===== src/rtl/islDecPkg.sv =====
package islDecPkg;

  typedef enum logic [1:0] {
    PICK_FIELD = 2'd0,
    PICK_WHOLE = 2'd1,
    PICK_MIX1  = 2'd2,
    PICK_MIX2  = 2'd3
  } pickT;

  typedef struct packed {
    logic capture;
    logic fault;
    pickT pick;
  } strobeT;

endpackage


===== src/rtl/islDecCtrl.sv =====
module islDecCtrl
  import islDecPkg::*;
#(
  parameter int MODE_W    = 3,
  parameter int CLS_W     = 4,
  parameter int MEM_CLASS = 7,
  parameter int PER_CLASS = 14
) (
  input  logic              reqValid,
  input  logic [MODE_W-1:0] reqMode,
  input  logic [CLS_W-1:0]  reqClass,
  output strobeT            strobe
);
  localparam logic [CLS_W-1:0]  MemCode  = CLS_W'(MEM_CLASS);
  localparam logic [CLS_W-1:0]  PerCode  = CLS_W'(PER_CLASS);
  localparam logic [MODE_W-1:0] LastMode = MODE_W'(3);

  logic badClass;
  logic badMode;

  always_comb begin
    badClass = (reqClass == MemCode) || (reqClass == PerCode);
    badMode  = (reqMode > LastMode);
    strobe.capture = reqValid;
    strobe.fault   = badClass || badMode;
    strobe.pick    = pickT'(reqMode[1:0]);
  end
endmodule


===== src/rtl/islDecPath.sv =====
module islDecPath
  import islDecPkg::*;
#(
  parameter int ADDR_W   = 40,
  parameter int ISL_W    = 6,
  parameter int NARROW_W = 32
) (
  input  logic              clk,
  input  logic              rst,
  input  strobeT            strobe,
  input  logic [ADDR_W-1:0] reqAddr,
  input  logic              reqWide,
  input  logic [ISL_W-1:0]  baseIsl0,
  input  logic [ISL_W-1:0]  baseIsl1,
  output logic              outValid,
  output logic [ISL_W-1:0]  outIsland,
  output logic              outError
);
  localparam int IdxWide   = ADDR_W - 1;
  localparam int IdxNarrow = NARROW_W - 1;
  localparam int FldWide   = ADDR_W - ISL_W;
  localparam int FldNarrow = NARROW_W - ISL_W;

  logic             idxBit;
  logic [1:0]       lowBits;
  logic [ISL_W-1:0] fieldVal;
  logic [ISL_W-1:0] baseSel;
  logic [ISL_W-1:0] islandNext;

  always_comb begin
    if (reqWide) begin
      idxBit   = reqAddr[IdxWide];
      lowBits  = reqAddr[IdxWide-1 -: 2];
      fieldVal = reqAddr[FldWide +: ISL_W];
    end else begin
      idxBit   = reqAddr[IdxNarrow];
      lowBits  = reqAddr[IdxNarrow-1 -: 2];
      fieldVal = reqAddr[FldNarrow +: ISL_W];
    end
    baseSel = idxBit ? baseIsl1 : baseIsl0;
    unique case (strobe.pick)
      PICK_FIELD: islandNext = fieldVal;
      PICK_WHOLE: islandNext = baseSel;
      PICK_MIX1:  islandNext = {baseSel[ISL_W-1:1], lowBits[1]};
      default:    islandNext = {baseSel[ISL_W-1:2], lowBits};
    endcase
  end

  always_ff @(posedge clk) begin
    if (rst) begin
      outValid  <= 1'b0;
      outError  <= 1'b0;
      outIsland <= '0;
    end else begin
      outValid <= strobe.capture;
      if (strobe.capture) begin
        outError  <= strobe.fault;
        outIsland <= strobe.fault ? '0 : islandNext;
      end
    end
  end
endmodule


===== src/rtl/islDecTop.sv =====
module islDecTop
  import islDecPkg::*;
#(
  parameter int ADDR_W    = 40,
  parameter int NARROW_W  = 32,
  parameter int ISL_W     = 6,
  parameter int MODE_W    = 3,
  parameter int CLS_W     = 4,
  parameter int MEM_CLASS = 7,
  parameter int PER_CLASS = 14
) (
  input  logic              clk,
  input  logic              rst,
  input  logic              reqValid,
  input  logic [ADDR_W-1:0] reqAddr,
  input  logic [MODE_W-1:0] reqMode,
  input  logic              reqWide,
  input  logic [ISL_W-1:0]  baseIsl0,
  input  logic [ISL_W-1:0]  baseIsl1,
  input  logic [CLS_W-1:0]  reqClass,
  output logic              outValid,
  output logic [ISL_W-1:0]  outIsland,
  output logic              outError
);
  strobeT strobe;

  islDecCtrl #(
    .MODE_W(MODE_W), .CLS_W(CLS_W), .MEM_CLASS(MEM_CLASS), .PER_CLASS(PER_CLASS)
  ) ctrl_i (
    .reqValid(reqValid), .reqMode(reqMode), .reqClass(reqClass), .strobe(strobe)
  );

  islDecPath #(
    .ADDR_W(ADDR_W), .ISL_W(ISL_W), .NARROW_W(NARROW_W)
  ) path_i (
    .clk(clk), .rst(rst), .strobe(strobe), .reqAddr(reqAddr), .reqWide(reqWide),
    .baseIsl0(baseIsl0), .baseIsl1(baseIsl1),
    .outValid(outValid), .outIsland(outIsland), .outError(outError)
  );
endmodule


===== config.mk =====
export PLATFORM = sky130hd
export DESIGN_NAME = islDecTop
export DESIGN_NICKNAME = d
export VERILOG_FILES = /design/src/rtl/islDecPkg.sv /design/src/rtl/islDecCtrl.sv /design/src/rtl/islDecPath.sv /design/src/rtl/islDecTop.sv
export SDC_FILE = /design/constraint.sdc
export NUM_CORES = 1
export LEC_CHECK = 0
export ABC_CLOCK_PERIOD_IN_PS = 3450
export CORE_MARGIN = 3
export CORE_UTILIZATION = 26
export CTS_CLUSTER_DIAMETER = 40
export DETAILED_ROUTE_END_ITERATION = 8
export PLACE_DENSITY = 0.88
export SLEW_MARGIN = 25
export SYNTH_ARGS = -nofsm -noshare
export SYNTH_HDL_FRONTEND = slang
export SYNTH_SLANG_ARGS = --single-unit

===== constraint.sdc =====
create_clock -name clk -period 3.45 [get_ports clk]
set_input_delay 0.69 -clock clk [delete_from_list [all_inputs] [get_ports clk]]
set_output_delay 0.69 -clock clk [all_outputs]
set_load 0.1 [all_outputs]

# Word-level counts from Yosys, hierarchy flattened
# Cells that the tools add are included.
# op_classes
multipliers	0
n_div	0
magnitude_cmp	1
muxes	6
n_reduce_logical	3
shifts	0
n_eq_ne	4
bitwise_logic	0
addsub	0
# ops
cell	n
6-bit two-way mux	3
6-bit one-hot mux with 3 select lines	1
4-bit by 3-bit equality test with 1-bit output (second input constant)	1
4-bit equality test (second input constant)	1
3-bit by 2-bit greater-than comparator with 1-bit output (second input constant)	1
2-bit by 1-bit equality test with 1-bit output (second input constant)	1
2-bit equality test (second input constant)	1
2-bit logical NOT	1
1-bit logical OR	2
2-bit two-way mux	1
1-bit two-way mux	1
# totals
inputBits	63
rom_bits	0
output_inout_bits	8
ram_bits	0
latch_bits	0
ff_bits	8
memories	0
elab_cells	17

# Logic depth before layout (Yosys ltp)
# Gate-level depths: netlist (run 1).
# logic_depth
ltp_word	4
ltp_mapped	5

# Cells and area by module
# From an unflattened synthesis (run 1), not the netlist that was laid out.
# hier_totals
cells_unflattened	62
hier_area_um2	556.8
# by_module_without_submodules
module	seq_area_each_um2	area_per_inst_um2	instances	cells_each
islDecPath	160.2	516.7	1	57
islDecCtrl	0.0	40.0	1	5

# Least setup slack after synthesis (run 1)
# No wires, ideal clock.
# synth_path
path_kind	in2reg
startpoint	input port reqWide
endpoint	register path_i.outIsland[2]
required_time_ps	3322
path_buffers	1
arrival_time_ps	1687
stages	5
setup_slack_ps	1636
cell_sequence	buf_6 mux2i_4 mux2_2 a21oi_1 o32ai_1
# synth_between
elab_chain_cells	4
word_cells_on_any_way	5
classes_between	mux (5)
# synth_lines
item	line	text
start: declaration	islDecTop.sv:17	input logic reqWide,
1-bit two-way mux	islDecPath.sv:31	if (reqWide) begin
6-bit two-way mux	islDecPath.sv:40	baseSel = idxBit ? baseIsl1 : baseIsl0;
6-bit one-hot mux with 3 select lines *	islDecPath.sv:41	unique case (strobe.pick)
6-bit two-way mux *	islDecPath.sv:58	outIsland <= strobe.fault ? '0 : islandNext;
end signal: assignment	islDecPath.sv:58	
end: declaration	islDecPath.sv:16	output logic [ISL_W-1:0] outIsland,
# Mark *: on every way between the ends. The rest lies on a longest branch, timed or not.
# A chain may end at the register's enable or synchronous reset.

# Worst setup path in the final report (run 1)
# layout_path
startpoint	register path_i.outIsland[0]
endpoint	output port outIsland[0]
# layout_lines
item	line	text
end: declaration	islDecTop.sv:22	output logic [ISL_W-1:0] outIsland,
# No word-level cell between the ends.

==> summary.md, run 1 <==
| Metric | Value |
|---|---|
| Setup TNS | 0 ns |
| Class of the most critical setup path | register to primary output |
| Core box area | between 1500 and 2000 um^2 |
| Mapped Area | 540.5 um^2 |
| Std-Cell Rows | 15 |
| Post-detail-place hpwl | approximately 1400 um |
| Syn avg cell area | slightly below 9 um^2 |
| Slew Limit Fails | 0 |
| Total CTS buffers | 3 |
| Seq/Total Area, Yosys | 29.63% |
| Finished Layout Cells | ~130 |
| Final min period | between 2 and 2.5 ns |
| Residual DRC count | 0 |
| Tot GR Track Use | 13.14% |
| Setup crit start kind | register |
| Chip Height | 51.60 um |
| Synth Area in Compound Gates | between 20% and 30% |
| Slew HR | 34.93% |
| DR vias | about 660 |
| CP Max Fanout | 2 |
| Total design power | 0.0003026 W |
| # diodes | 0 |
| Critical path required time | approximately 2.8 ns |
| Top post-synthesis cells by area | dfxtp_1, mux2_2, mux2i_1, nand2_1, o32ai_1 |
| I/O pin cnt | 71 |
| CTS tree | built |
| H-tree levels | 1 |
| Switch share | 34.42% |
| CTS sink count | 8 |
| Fraction of registers with async set/reset | 0% |
| Worst slew pin tran | 0.9730 ns |
| Ys Warns | 0 |
| DP Worst Slack | about 0.88 ns |
| Hold Vio Cnt, Final | 0 |
| Cell area power density | 303.8 nW/um^2 |
| Clock transition at the registers of the reported paths | roughly 0.060 ns |
| Xor/xnor share of the synthesized area | 1.620% |
| Synth Net Count | 124 |
| Synth Register Bits | 8 |
| Worst Hold Class | register to register |
| Largest net degree at the start of global routing | 10 |
| Outcome | finished, final reports clean |
| Final #Nets | 168 |
| 1st-iter DRT viols | 19 |
| Placed Cells | between 100 and 150 |
| Cell taking the most area after synthesis | dfxtp_1 |
| Root Driver | clkbuf_4 |
| Drt wl/cell | approximately 14 um |
| GR Util met2 | 23.94% |
| Clock power share | around a quarter |
| Crit path max-delay family | buffers and inverters |
| Synth Area in Simple Gates | 12.96% |
| Synth Area in Adders | 0% |
| Global routing usage on met1 | 13.39% |
| Total setup buffers inserted after CTS | 0 |
| Leak | 0.3734 nW |
| TritonRoute pass-1 iters | 4 |
| Setup Skew | 0 ns |
| Max-cap check violation count | 0 |
| DIE AREA | about 2700 um^2 |
| Largest family of logic cells by synthesized area | compound AO/OA/AOI/OAI gates |
| Logic gate share of total power | 42.3% |
| Unrepaired setup endpoints after global routing | no |
| Number of synthesized flops with an enable pin | 0 |
| Crit-path cells | clkdlybuf4s50_1 |
| Critical Path Max Stage Delay | about 1.1 ns |
| VDD IR max | about 0.15 mV |
| Setup crit end kind | primary output |
| Setup violations, final | 0 |
| Sequential fraction of design power | roughly a third |
| Layout Utilization | 54.15% |
| IO Port Bufs | 42 |
| Post-CTS Resized | 0 |
| First-pass GRT wire length | 2656 um |
| Top Usage Layer GRT | met2 |
| Area growth syn-to-layout | 84.26% |
| Worst path bufs/invs | 1 |
| Synth cell types | 27 |
| Initial antenna violation count | 0 |
| Clock Latency Late Sink | 0.26 ns |
| Final Cycle Share | 70.69% |
| Post-CTS Hold Buffers | 0 |
| Die W | between 50 and 60 um |
| Setup slack after layout | 1.011 ns |
| Data arrival, critical path | between 1.5 and 2 ns |
| Mux share of post-synthesis cell area | between 20% and 30% |
| FMAX | 410.0 MHz |
| GP Congestion | between 0.7 and 0.8 |
| Detail Route Antenna Nets | 0 |
| Fraction of layout cells with a size suffix above 1 | 10.68% |
| Int Pwr | between 0.00015 and 0.0002 W |
| Vias in the first global route | 622 |
| Longest Clk Path Bufs | 2 |
| Initial Util | between 20% and 30% |
| Area share of the largest cell type after synthesis | just under 30% |
| Cell count after synthesis | 61 |
| Total grt overflow | 0 |
| Slowest cell on the critical path | clkdlybuf4s50_1 |
| Top FF cell, synth | dfxtp_1 |
| Vias/cell | 5.141 |
| Post-Route WL | ~1800 um |
| Met3 GRT Util | 4.871% |
| Psw | 0.0001042 W |
==> through the flow <==
stage / area [um^2] / hold slack [ns]
finish: 996.0 / 0.4671
global route: 996.0 / 0.5042
CTS: 996.0 / 0.4772
detailed placement: 973.4 / 0.4666
global placement: 973.4 / 0.4614
floorplan: 540.5 / 0.8115
==> cell usage in the layout (no fill, tap or decap) <==
master	synthesis	routed
a311oi_1	1	1
o311ai_0	1	1
nor2_1	5	5
a21oi_2	1	1
and2b_1	1	1
o22ai_1	1	1
a22oi_1	1	1
clkbuf_4	0	3
mux2_2	5	5
mux2i_1	5	5
clkdlybuf4s50_1	0	42
nand2_1	7	7
a21oi_1	2	2
a2bb2oi_1	1	1
inv_1	5	5
or2_2	1	1
dfxtp_1	8	8
o21ai_0	1	1
a311o_1	2	2
a32o_1	1	1
nor2b_1	1	1
mux2i_4	1	1
xor2_1	1	1
a211oi_1	2	2
nor3_1	1	1
o32ai_1	3	3
==> power by group through the flow <==
stage                     Combinational, W  Sequential [W]   Clock, W
final                             0.000128       0.0000999  0.0000748
after global routing              0.000134        0.000100  0.0000814
after CTS                         0.000128       0.0000999  0.0000761
after detailed placement          0.000127        0.000102          0
after global placement            0.000125        0.000102          0
after floorplan                  0.0000365        0.000137          0
==> metal layers <==
| layer | wire [um] | vias up |
|---|---|---|
| met5 | 0 | - |
| met4 | 11 | 0 |
| met3 | 199 | 3 |
| met2 | 917 | 41 |
| met1 | 653 | 304 |
| li1 | - | 310 |
==> area by class of cell <==
class	instances	area (um^2)
clock buffer	3	22.52
tap	25	31.28
sequential	8	160.2
fill	175	843.3
timing repair buffer	42	420.4
multi-input combinational	45	342.8
inverter	5	18.77
==> synthesized netlist by cell type, types with 2 or more instances <==
cell	number
mux2_2	5
a311o_1	2
o32ai_1	3
dfxtp_1	8
mux2i_1	5
a21oi_1	2
a211oi_1	2
nor2_1	5
inv_1	5
nand2_1	7
==> cells by family after synthesis <==
group	Yosys count
xor gates and xnor gates	1
muxes	11
buffers and inverters	8
AOI/OAI and AO/OA	17
DFF	8
and+or+nand+nor	16
==> final timing paths <==
check / slack [ns] / end / depth (start not counted) / from
max: 1.01 / outIsland[0] / 1 / path_i.outIsland[0]
min: 0.47 / path_i.outIsland[5] / 2 / path_i.outIsland[5]
max reg2reg: 2.74 / path_i.outIsland[2] / 2 / path_i.outIsland[2]
min reg2reg: 0.47 / path_i.outIsland[5] / 2 / path_i.outIsland[5]
==> sequential cells by signal (all words and copies together), names as in the netlist <==
signal            cells
path_i.outIsland      6
path_i.outError       1
path_i.outValid       1
Note: power is estimated with default switching activity, not from simulation.
==> run 2, diff against run 1 <==
ABC_CLOCK_PERIOD_IN_PS = 2000   (was 3450)
CORE_UTILIZATION = 22   (was 26)
PLACE_DENSITY = 0.8   (was 0.88)
clock period = 2 ns   (was 3.45 ns; I/O delays follow)
==> run 2 against run 1 <==
  * Sequential power is 72% higher
  * Sequential share of layout area is 0.34 points lower
  * Core utilization is 9.5 points lower
  * Via count is 4.3% lower
  * Critical path type is now input port to register
  * Largest power group unchanged
==> summary.md, run 2 (synthesized netlist as in run 1, its figures left out) <==
| Metric | Value |
|---|---|
| Worst slew pin tran | 0.4750 ns |
| Setup crit start kind | input port |
| Std-Cell Rows | 17 |
| Initial antenna violation count | 0 |
| DP Worst Slack | -0.08905 ns |
| Post-CTS Resized | 0 |
| Vias in the first global route | 703 |
| FILL cells | between 200 and 250 |
| Total CTS buffers | 3 |
| Post-CTS Hold Buffers | 0 |
| Cell area power density | 510.6 nW/um^2 |
| Core box area | 2276 um^2 |
| VDD IR max | 0.2575 mV |
| Post-Route WL | 1781 um |
| Total grt overflow | 0 |
| Data arrival, critical path | 1.96 ns |
| CP Max Fanout | 5 |
| Root Driver | clkbuf_4 |
| TritonRoute pass-1 iters | 3 |
| Final #Nets | 173 |
| Top flop regs | path_i.outIsland: 6 flops, path_i.outError: 1 flops, path_i.outValid: 1 flops |
| Chip Height | roughly 56 um |
| Leak | 0.4113 nW |
| R2r setup slk | around 1.3 ns |
| DR vias | 630 |
| Slew Limit Fails | 0 |
| WHS Path Cells | 2 |
| IO Port Bufs | 42 |
| Clock Latency Late Sink | between 0.2 and 0.25 ns |
| Post-detail-place hpwl | 1558 um |
| Drt wl/cell | 13.10 um |
| DIE AREA | 3087 um^2 |
| I/O pin cnt | 71 |
| Top reg by flops | path_i.outIsland |
| GP Congestion | roughly 0.75 |
| Initial Util | 23.75% |
| Largest net degree at the start of global routing | 10 |
| Die W | 55.57 um |
| Hold slack | 0.4658 ns |
| H-tree levels | 1 |
| Fin area | 1017 um^2 |
| Detail Route Antenna Nets | 0 |
| # diodes | 0 |
| Final Cycle Share | 90.98% |
| Total setup buffers inserted after CTS | 0 |
| Critical path required time | 2.14 ns |
| CTS sink count | 8 |
| Largest register FFs | 6 |
| First-pass GRT wire length | 3029 um |
| Residual DRC count | 0 |
| Setup slack after layout | 0.1805 ns |
| Placed Cells | 133 |
| 1st-iter DRT viols | 7 |
| Area growth syn-to-layout | 88.20% |
| Most frequent cells in the layout | clkdlybuf4s50_1, buf_4, dfxtp_1, nand2_1 |
| DP Area | 994.7 um^2 |
| FMAX | 549.6 MHz |
| Unrepaired setup endpoints after global routing | no |
| CTS tree | built |
| Finished Layout Cells | 136 |
| Commonest non-fill, non-tap cell in the layout | clkdlybuf4s50_1 |
| Setup violations, final | 0 |
| Vias/cell | 4.632 |
| Setup Skew | 0 ns |
| Setup crit end kind | register |
| Max-cap check violation count | 0 |
| Clock transition at the registers of the reported paths | approximately 0.050 ns |
| Final min period | around 1.8 ns |
| Longest Clk Path Bufs | 2 |
| Worst R2R Path Depth | 2 |
| Fraction of layout cells with a size suffix above 1 | 22.22% |
| Hold Vio Cnt, Final | 0 |
| Total design power | 0.0005194 W |
| Tot GR Track Use | 12.05% |
| Outcome | finished, final reports clean |
| Class of the most critical setup path | input port to register |
| Worst Hold Class | register to register |
| Slew HR | 68.12% |
-- run 2: cell types whose count changed in the layout (fill, tap and decap cells not counted), sizes merged --
cell	previous run	this run
buf	0	13
clkdlybuf4s50	42	34
-- run 2: worst max-delay path, cell delays in order --
cell and delay, ns:
clkdlybuf4s50_1 0.55, buf_4 0.18, mux2_2 0.36, mux2i_1 0.15
a22oi_1 0.11, a32o_1 0.21
-- run 2: report_power, final --
part	internal [W]	leakage, nW	switching [W]
Sequential	0.000168	0.0656	0.00000432
Clock	0.0000685	0.0138	0.0000522
Combinational	0.000109	0.332	0.000117
Total	0.000346	0.411	0.000174
-- run 2: area by class of cell --
cell class                 instances  area, um^2  share of cell area [%]
timing repair buffer              47       437.9                   43.05
clock buffer                       3       22.52                   2.214
tap                               28       35.03                   3.444
sequential                         8       160.2                   15.74
multi-input combinational         45       342.8                   33.70
inverter                           5       18.77                   1.845
-- run 2: worst paths after layout --
kind / startpoint / to
max reg2reg: path_i.outIsland[2] / path_i.outIsland[2]
min: path_i.outIsland[5] / path_i.outIsland[5]
max: reqWide / path_i.outIsland[0]
min reg2reg: path_i.outIsland[5] / path_i.outIsland[5]
-- run 2: layer usage --
layer  global-route usage (%)  routed length (um)  vias up
met5                        0                   0        -
met4                    4.167                   0        0
met3                    1.636                 127        0
met2                    22.13                 955       24
met1                    14.08                 698      287
li1                         -                   -      319
-- run 2: per-stage QoR --
step	util [%]	setup TNS, ns
after floorplan	-	0
after global placement	43.71	-0.02270
after detailed placement	43.71	-0.2994
after CTS	44.69	0
after global routing	44.69	0
final	44.69	0
==> run 3, diff against run 2 <==
SLEW_MARGIN = default   (was 25)
==> results of run 3 <==
Same layout as run 2: the final DEF is identical, and so are final timing and power.
